$ cat config.mk
export PLATFORM = sky130hd
export DESIGN_NAME = dsp_seq
export DESIGN_NICKNAME = d
export VERILOG_FILES = /design/src/rtl/dsp_seq_pkg.sv /design/src/rtl/dsp_seq_decode.sv /design/src/rtl/dsp_seq_cond.sv /design/src/rtl/dsp_seq_loop.sv /design/src/rtl/dsp_seq_pc.sv /design/src/rtl/dsp_seq.sv
export SDC_FILE = /design/constraint.sdc
export NUM_CORES = 1
export LEC_CHECK = 0
export BUFFER_PORTS_ARGS = -buffer_cell sky130_fd_sc_hd__buf_2
export CAP_MARGIN = 20
export CORE_MARGIN = 2
export CORE_UTILIZATION = 47
export CTS_BUF_LIST = sky130_fd_sc_hd__clkbuf_16
export CTS_CLUSTER_DIAMETER = 100
export DETAILED_ROUTE_END_ITERATION = 10
export GPL_TIMING_DRIVEN = 0
export PLACE_DENSITY_LB_ADDON = 0.2
export RECOVER_POWER = 50
export REMOVE_ABC_BUFFERS = 1
export SETUP_SLACK_MARGIN = 0.1
export SYNTH_ARGS = -nofsm -noshare
export SYNTH_HDL_FRONTEND = slang
export SYNTH_SLANG_ARGS = --single-unit
$ cat constraint.sdc
create_clock -name clk_i -period 2 [get_ports clk_i]
set_clock_uncertainty 0.2 [all_clocks]
set_input_delay 0.3 -clock clk_i [delete_from_list [all_inputs] [get_ports clk_i]]
set_output_delay 0.3 -clock clk_i [all_outputs]
set_load 0.02 [all_outputs]
$ cat src/rtl/dsp_seq_pkg.sv
package dsp_seq_pkg;

  typedef enum logic [3:0] {
    OP_NOP   = 4'd0,
    OP_JMP   = 4'd1,
    OP_JMPC  = 4'd2,
    OP_BTM   = 4'd3,
    OP_LDTOP = 4'd4,
    OP_LDCNT = 4'd5,
    OP_END   = 4'd6
  } op_e;

  typedef struct packed {
    logic jmp;
    logic jmpc;
    logic btm;
    logic ld_top;
    logic ld_cnt;
    logic stop;
  } dec_t;

  localparam int unsigned OP_W = 4;

endpackage

$ cat src/rtl/dsp_seq_decode.sv
module dsp_seq_decode
  import dsp_seq_pkg::*;
#(
  parameter int unsigned IW = 32
) (
  input  logic          vld_i,
  input  logic [IW-1:0] instr_i,
  output dec_t          dec_o
);

  localparam int unsigned OP_LSB = IW - OP_W;

  logic [OP_W-1:0] op;
  assign op = instr_i[OP_LSB +: OP_W];

  always_comb begin
    dec_o = '0;
    if (vld_i) begin
      case (op)
        OP_JMP:   dec_o.jmp    = 1'b1;
        OP_JMPC:  dec_o.jmpc   = 1'b1;
        OP_BTM:   dec_o.btm    = 1'b1;
        OP_LDTOP: dec_o.ld_top = 1'b1;
        OP_LDCNT: dec_o.ld_cnt = 1'b1;
        OP_END:   dec_o.stop   = 1'b1;
        default:  dec_o        = '0;
      endcase
    end
  end

endmodule

$ cat src/rtl/dsp_seq_cond.sv
module dsp_seq_cond #(
  parameter int unsigned FLAG_N = 4,
  localparam int unsigned SEL_W = (FLAG_N > 1) ? $clog2(FLAG_N) : 1
) (
  input  logic [FLAG_N-1:0] flags_i,
  input  logic [SEL_W-1:0]  sel_i,
  input  logic              pol_i,
  output logic              hit_o
);

  logic flag;

  always_comb begin
    flag = 1'b0;
    for (int i = 0; i < FLAG_N; i++) begin
      if (sel_i == SEL_W'(i)) flag = flags_i[i];
    end
  end

  assign hit_o = (flag == pol_i);

endmodule

$ cat src/rtl/dsp_seq_loop.sv
module dsp_seq_loop #(
  parameter int unsigned AW = 8,
  parameter int unsigned CW = 8
) (
  input  logic          clk_i,
  input  logic          rst_ni,
  input  logic          ld_top_i,
  input  logic          ld_cnt_i,
  input  logic          btm_i,
  input  logic [AW-1:0] imm_top_i,
  input  logic [CW-1:0] imm_cnt_i,
  output logic [AW-1:0] top_o,
  output logic [CW-1:0] cnt_o,
  output logic          take_o
);

  logic [AW-1:0] top_q;
  logic [CW-1:0] cnt_q;

  assign take_o = btm_i && (cnt_q != '0);

  always_ff @(posedge clk_i or negedge rst_ni) begin
    if (!rst_ni) begin
      top_q <= '0;
    end else if (ld_top_i) begin
      top_q <= imm_top_i;
    end
  end

  always_ff @(posedge clk_i or negedge rst_ni) begin
    if (!rst_ni) begin
      cnt_q <= '0;
    end else if (ld_cnt_i) begin
      cnt_q <= imm_cnt_i;
    end else if (take_o) begin
      cnt_q <= cnt_q - 1'b1;
    end
  end

  assign top_o = top_q;
  assign cnt_o = cnt_q;

endmodule

$ cat src/rtl/dsp_seq_pc.sv
module dsp_seq_pc #(
  parameter int unsigned AW = 8
) (
  input  logic          clk_i,
  input  logic          rst_ni,
  input  logic          start_i,
  input  logic [AW-1:0] start_addr_i,
  input  logic          load_i,
  input  logic [AW-1:0] load_addr_i,
  input  logic          halt_i,
  output logic [AW-1:0] pc_o,
  output logic          exec_o,
  output logic          vld_o
);

  logic [AW-1:0] pc_q;
  logic          exec_q;
  logic          vld_q;

  always_ff @(posedge clk_i or negedge rst_ni) begin
    if (!rst_ni) begin
      pc_q   <= '0;
      exec_q <= 1'b0;
      vld_q  <= 1'b0;
    end else if (!exec_q) begin
      vld_q <= 1'b0;
      if (start_i) begin
        exec_q <= 1'b1;
        pc_q   <= start_addr_i;
      end
    end else begin
      // word arriving next cycle is live unless this cycle halts
      vld_q <= !halt_i;
      if (halt_i) begin
        exec_q <= 1'b0;
      end else if (load_i) begin
        pc_q <= load_addr_i;
      end else begin
        pc_q <= pc_q + 1'b1;
      end
    end
  end

  assign pc_o   = pc_q;
  assign exec_o = exec_q;
  assign vld_o  = vld_q;

endmodule

$ cat src/rtl/dsp_seq.sv
module dsp_seq
  import dsp_seq_pkg::*;
#(
  parameter int unsigned AW     = 8,
  parameter int unsigned CW     = 8,
  parameter int unsigned IW     = 32,
  parameter int unsigned FLAG_N = 4
) (
  input  logic              clk_i,
  input  logic              rst_ni,
  input  logic              start_i,
  input  logic [AW-1:0]     start_addr_i,
  output logic [AW-1:0]     pram_addr_o,
  input  logic [IW-1:0]     pram_rdata_i,
  input  logic              dma_busy_i,
  input  logic [FLAG_N-2:0] flags_i,
  output logic              exec_o
);

  localparam int unsigned SEL_W   = (FLAG_N > 1) ? $clog2(FLAG_N) : 1;
  localparam int unsigned SEL_LSB = 16;
  localparam int unsigned POL_BIT = 20;

  dec_t          dec;
  logic          vld;
  logic          hit;
  logic          btm_take;
  logic          pc_load;
  logic          halt;
  logic [AW-1:0] load_addr;
  logic [AW-1:0] top;
  logic [CW-1:0] cnt;
  logic [AW-1:0] imm_a;
  logic [CW-1:0] imm_c;
  logic [FLAG_N-1:0] cond_vec;
  logic          unused_bits;

  assign imm_a       = pram_rdata_i[AW-1:0];
  assign imm_c       = pram_rdata_i[CW-1:0];
  assign cond_vec    = {flags_i, dma_busy_i};
  assign unused_bits = ^pram_rdata_i;

  dsp_seq_decode #(.IW(IW)) u_dec (
    .vld_i   (vld),
    .instr_i (pram_rdata_i),
    .dec_o   (dec)
  );

  dsp_seq_cond #(.FLAG_N(FLAG_N)) u_cond (
    .flags_i (cond_vec),
    .sel_i   (pram_rdata_i[SEL_LSB +: SEL_W]),
    .pol_i   (pram_rdata_i[POL_BIT]),
    .hit_o   (hit)
  );

  dsp_seq_loop #(.AW(AW), .CW(CW)) u_loop (
    .clk_i     (clk_i),
    .rst_ni    (rst_ni),
    .ld_top_i  (dec.ld_top),
    .ld_cnt_i  (dec.ld_cnt),
    .btm_i     (dec.btm),
    .imm_top_i (imm_a),
    .imm_cnt_i (imm_c),
    .top_o     (top),
    .cnt_o     (cnt),
    .take_o    (btm_take)
  );

  assign pc_load   = dec.jmp || (dec.jmpc && hit) || btm_take;
  assign load_addr = btm_take ? top : imm_a;
  assign halt      = dec.stop;

  dsp_seq_pc #(.AW(AW)) u_pc (
    .clk_i        (clk_i),
    .rst_ni       (rst_ni),
    .start_i      (start_i),
    .start_addr_i (start_addr_i),
    .load_i       (pc_load),
    .load_addr_i  (load_addr),
    .halt_i       (halt),
    .pc_o         (pram_addr_o),
    .exec_o       (exec_o),
    .vld_o        (vld)
  );

endmodule

==> results.tsv <==
stage	metric	value	unit
yosys	synth_compound_area_share	23.8	%
grt	grt_use_met1	36.6	%
cells_and_area	area_delta_synth_final	37.1	%
critical_path	critPathKind	reg -> reg	
detailed_routing	vias	2017	
run_status	violations	setup timing	
critical_path	end_kind	flop	
timing	hold_ws	0.0926	ns
grt	antenna_found_initial	0	
yosys	ys_ff_latch	26	
pwr	p_leak	1.07	nW
critical_path	critPathLaunchType	flop	
clock_tree	ctsLongestPathBuffers	2	
clock_tree	clk_latency	0.27	ns
clock_tree	cts_tree	yes	
pwr	power_density	1320	nW/um^2
cells_and_area	final_nets	317	
yosys	syn-cell-area	1860	sq um
timing	tns	-0.0323	ns
yosys	synthMuxAreaShare	10.5	%
pwr	peakVddDrop	0.000671	V
clock_tree	cts_root_buf	clkbuf_16	
floorplanning	dieWidth	67.0	um
job	drv_cap	0	
hold_path	hp-class	in -> reg	
yosys	synthSimpleGateAreaFrac	22.2	%
timing	rsz0062_at_grt	true	
grt	grt_usage	28.6	%
clock_tree	clkTransAtPathRegs	0.07	ns
timing	max_slew_margin	55.0	%
clock_tree	cts_sinks	26	
clock_tree	cts_htree_levels	1	
critical_path	arrival	1.97	ns
pwr	finalPower	3.36	mW
critical_path	critPathRequiredTime	1.95	ns
floorplanning	rows	22	
grt	grt_util_met3	4.22	%
yosys	ys.warnings.count	0	
floorplanning	io_pins	56	
yosys	synth_edf_count	0	
clock_tree	cts_made_buffers	3	
timing	hold_viol_final	0	
yosys	synth_fa_ha_area_share	2.01	%
timing	finalCriticalPeriod	2.02	ns
yosys	syn_avg_cell_area	9.14	sq um
yosys	synthCells	204	
grt	grt_use_met2	46.6	%
timing	fmax	496	MHz
grt	grt_pass1_wl	9.52	mm
grt	overflow	0	
grt	grt_pass1_vias	1903	
detailed_routing	dr.first_iter.drc_count	157	
yosys	ys_dominant_reg_cell	dfrtp_1	
placement	dp_hpwl	3.67	mm
yosys	synth_top_family_by_area	compound AO/OA/AOI/OAI gates	
floorplanning	die_h	67.0	um
detailed_routing	dr.pass1.iters	5	
placement	gp_congestion	0.845	
detailed_routing	vias_per_cell	6.42	
cells_and_area	final_common_cell	buf_2	
detailed_routing	postRouteAntennaNets	0	
timing	setup_viol	4	
run_status	outcome	finished, violations left	
yosys	ys_types	54	
yosys	yosysSeqAreaShare	34.9	%
placement	portBuffers	38	
cells_and_area	mostFrequentLayoutCells	buf_2 (36), buf_4 (24), dfrtp_1 (24)	
floorplanning	core	3740	sq um
floorplanning	start_util	49.8	%
detailed_routing	wl_per_cell	18.9	um
detailed_routing	drc_errors	0	
cells_and_area	layout-drive-gt1-share	44.4	%
grt	busiest_layer	met2	
cells_and_area	final_core_util	68.3	%
timing	maxSlewViolCount	0	
detailed_routing	routed_wl	5.92	mm
yosys	ys_async_sr_fraction	100	%
grt	grt_max_degree	27	
cells_and_area	num_antenna_cells	0	
floorplanning	dieArea	4490	sq um
timing	setup_slack	-0.0159	ns
yosys	synth_xor_xnor_area_share	3.29	%
timing	timing.final.crit_share	101	%
critical_path	crit_fanout	5	
timing	worst_pin_slew	0.675	ns
[worst max-delay path, cell delays in order (launching register included)]
cell,delay (ns)
dfrtp_1,0.37
inv_2,0.06
ha_4,0.16
nor3b_4,0.16
buf_6,0.13
a211o_4,0.36
nand2_4,0.09
o21ai_1,0.07
a221o_1,0.29
[metrics by stage]
step                instance area [sq um]  cells  worst slack [ns]
finish                               2560    314           -0.0159
global placement                     2070    281            -0.628
global route                         2560    314           -0.0860
detailed placement                   2070    281            -0.668
CTS                                  2460    311           -0.0287
floorplan                            1820    195            -0.278
[synth_stat cells, drive strengths merged, types with 5 or more instances]
master	instances	area [sq um]
buf	5	27.5
a31oi	6	37.5
dfrtp	26	651
nand2b	7	43.8
o21ai	12	63.8
nand2	20	77.6
nor2	14	52.6
mux2	10	113
nor3	10	55.1
xor2	6	52.6
nand3	6	30.0
a21oi	10	50.1
mux2i	6	60.1
[metal layers]
layer / wire, um / part of all wire [%]
met5: 0 / 0
met4: 227 / 3.8
met1: 2480 / 42
met2: 2730 / 46
met3: 488 / 8.2
[final timing paths]
kind / endpoint / startpoint / cells past startpoint / slack (ns)
hold reg to reg: u_loop.top_o[7] / u_loop.top_o[7] / 1 / 0.34
setup reg to reg: u_loop.cnt_o[7] / u_loop.cnt_o[0] / 8 / -0.02
max in group asynchronous: u_loop.cnt_o[2] / rst_ni / 2 / 0.73
hold / removal: u_loop.cnt_o[1] / pram_rdata_i[1] / 3 / 0.09
min in group asynchronous: u_loop.cnt_o[0] / rst_ni / 2 / 0.40
setup / recovery: u_loop.cnt_o[7] / u_loop.cnt_o[0] / 8 / -0.02
[kinds of logic (layout without fill, tap and decap cells)]
kind of cell,after synthesis,after routing
buffers and inverters,14,75
and+or+nand+nor,76,76
xor gates and xnor gates,7,7
DFF,26,26
adders and majority gates,3,3
muxes,17,17
AOI/OAI and AO/OA,61,62
[sequential cells by signal (all words and copies together) (netlist names)]
name / count
u_pc.pc_o: 8
u_pc.exec_o: 1
u_loop.cnt_o: 8
u_pc.vld_o: 1
u_loop.top_o: 8
[cell type report]
class,count,area [sq um]
clock inverter,1,3.75
clock buffer,3,75.1
fill,308,1190
timing repair buffer,66,413
inverter,5,20.0
sequential,26,653
multi-input combinational,165,1330
tap,48,60.1
[report_power, final]
group          switching [mW]  total [mW]  internal, mW
combinational           0.899        1.80         0.897
clock                   0.193       0.461         0.268
sequential              0.330        1.11         0.777
[timing repair]
| item | in CTS | in global routing |
|---|---|---|
| setup endpoints to repair | 24 | 16 |
| endpoints found under the hold margin | 26 | 0 |
| setup buffers | 24 | 3 |
| pin swaps | 14 | 11 |
| cloned | 1 | 0 |
| hold buffers | 1 | 0 |
| gates resized for setup | 28 | 21 |
(Power assumes the default switching activity.)
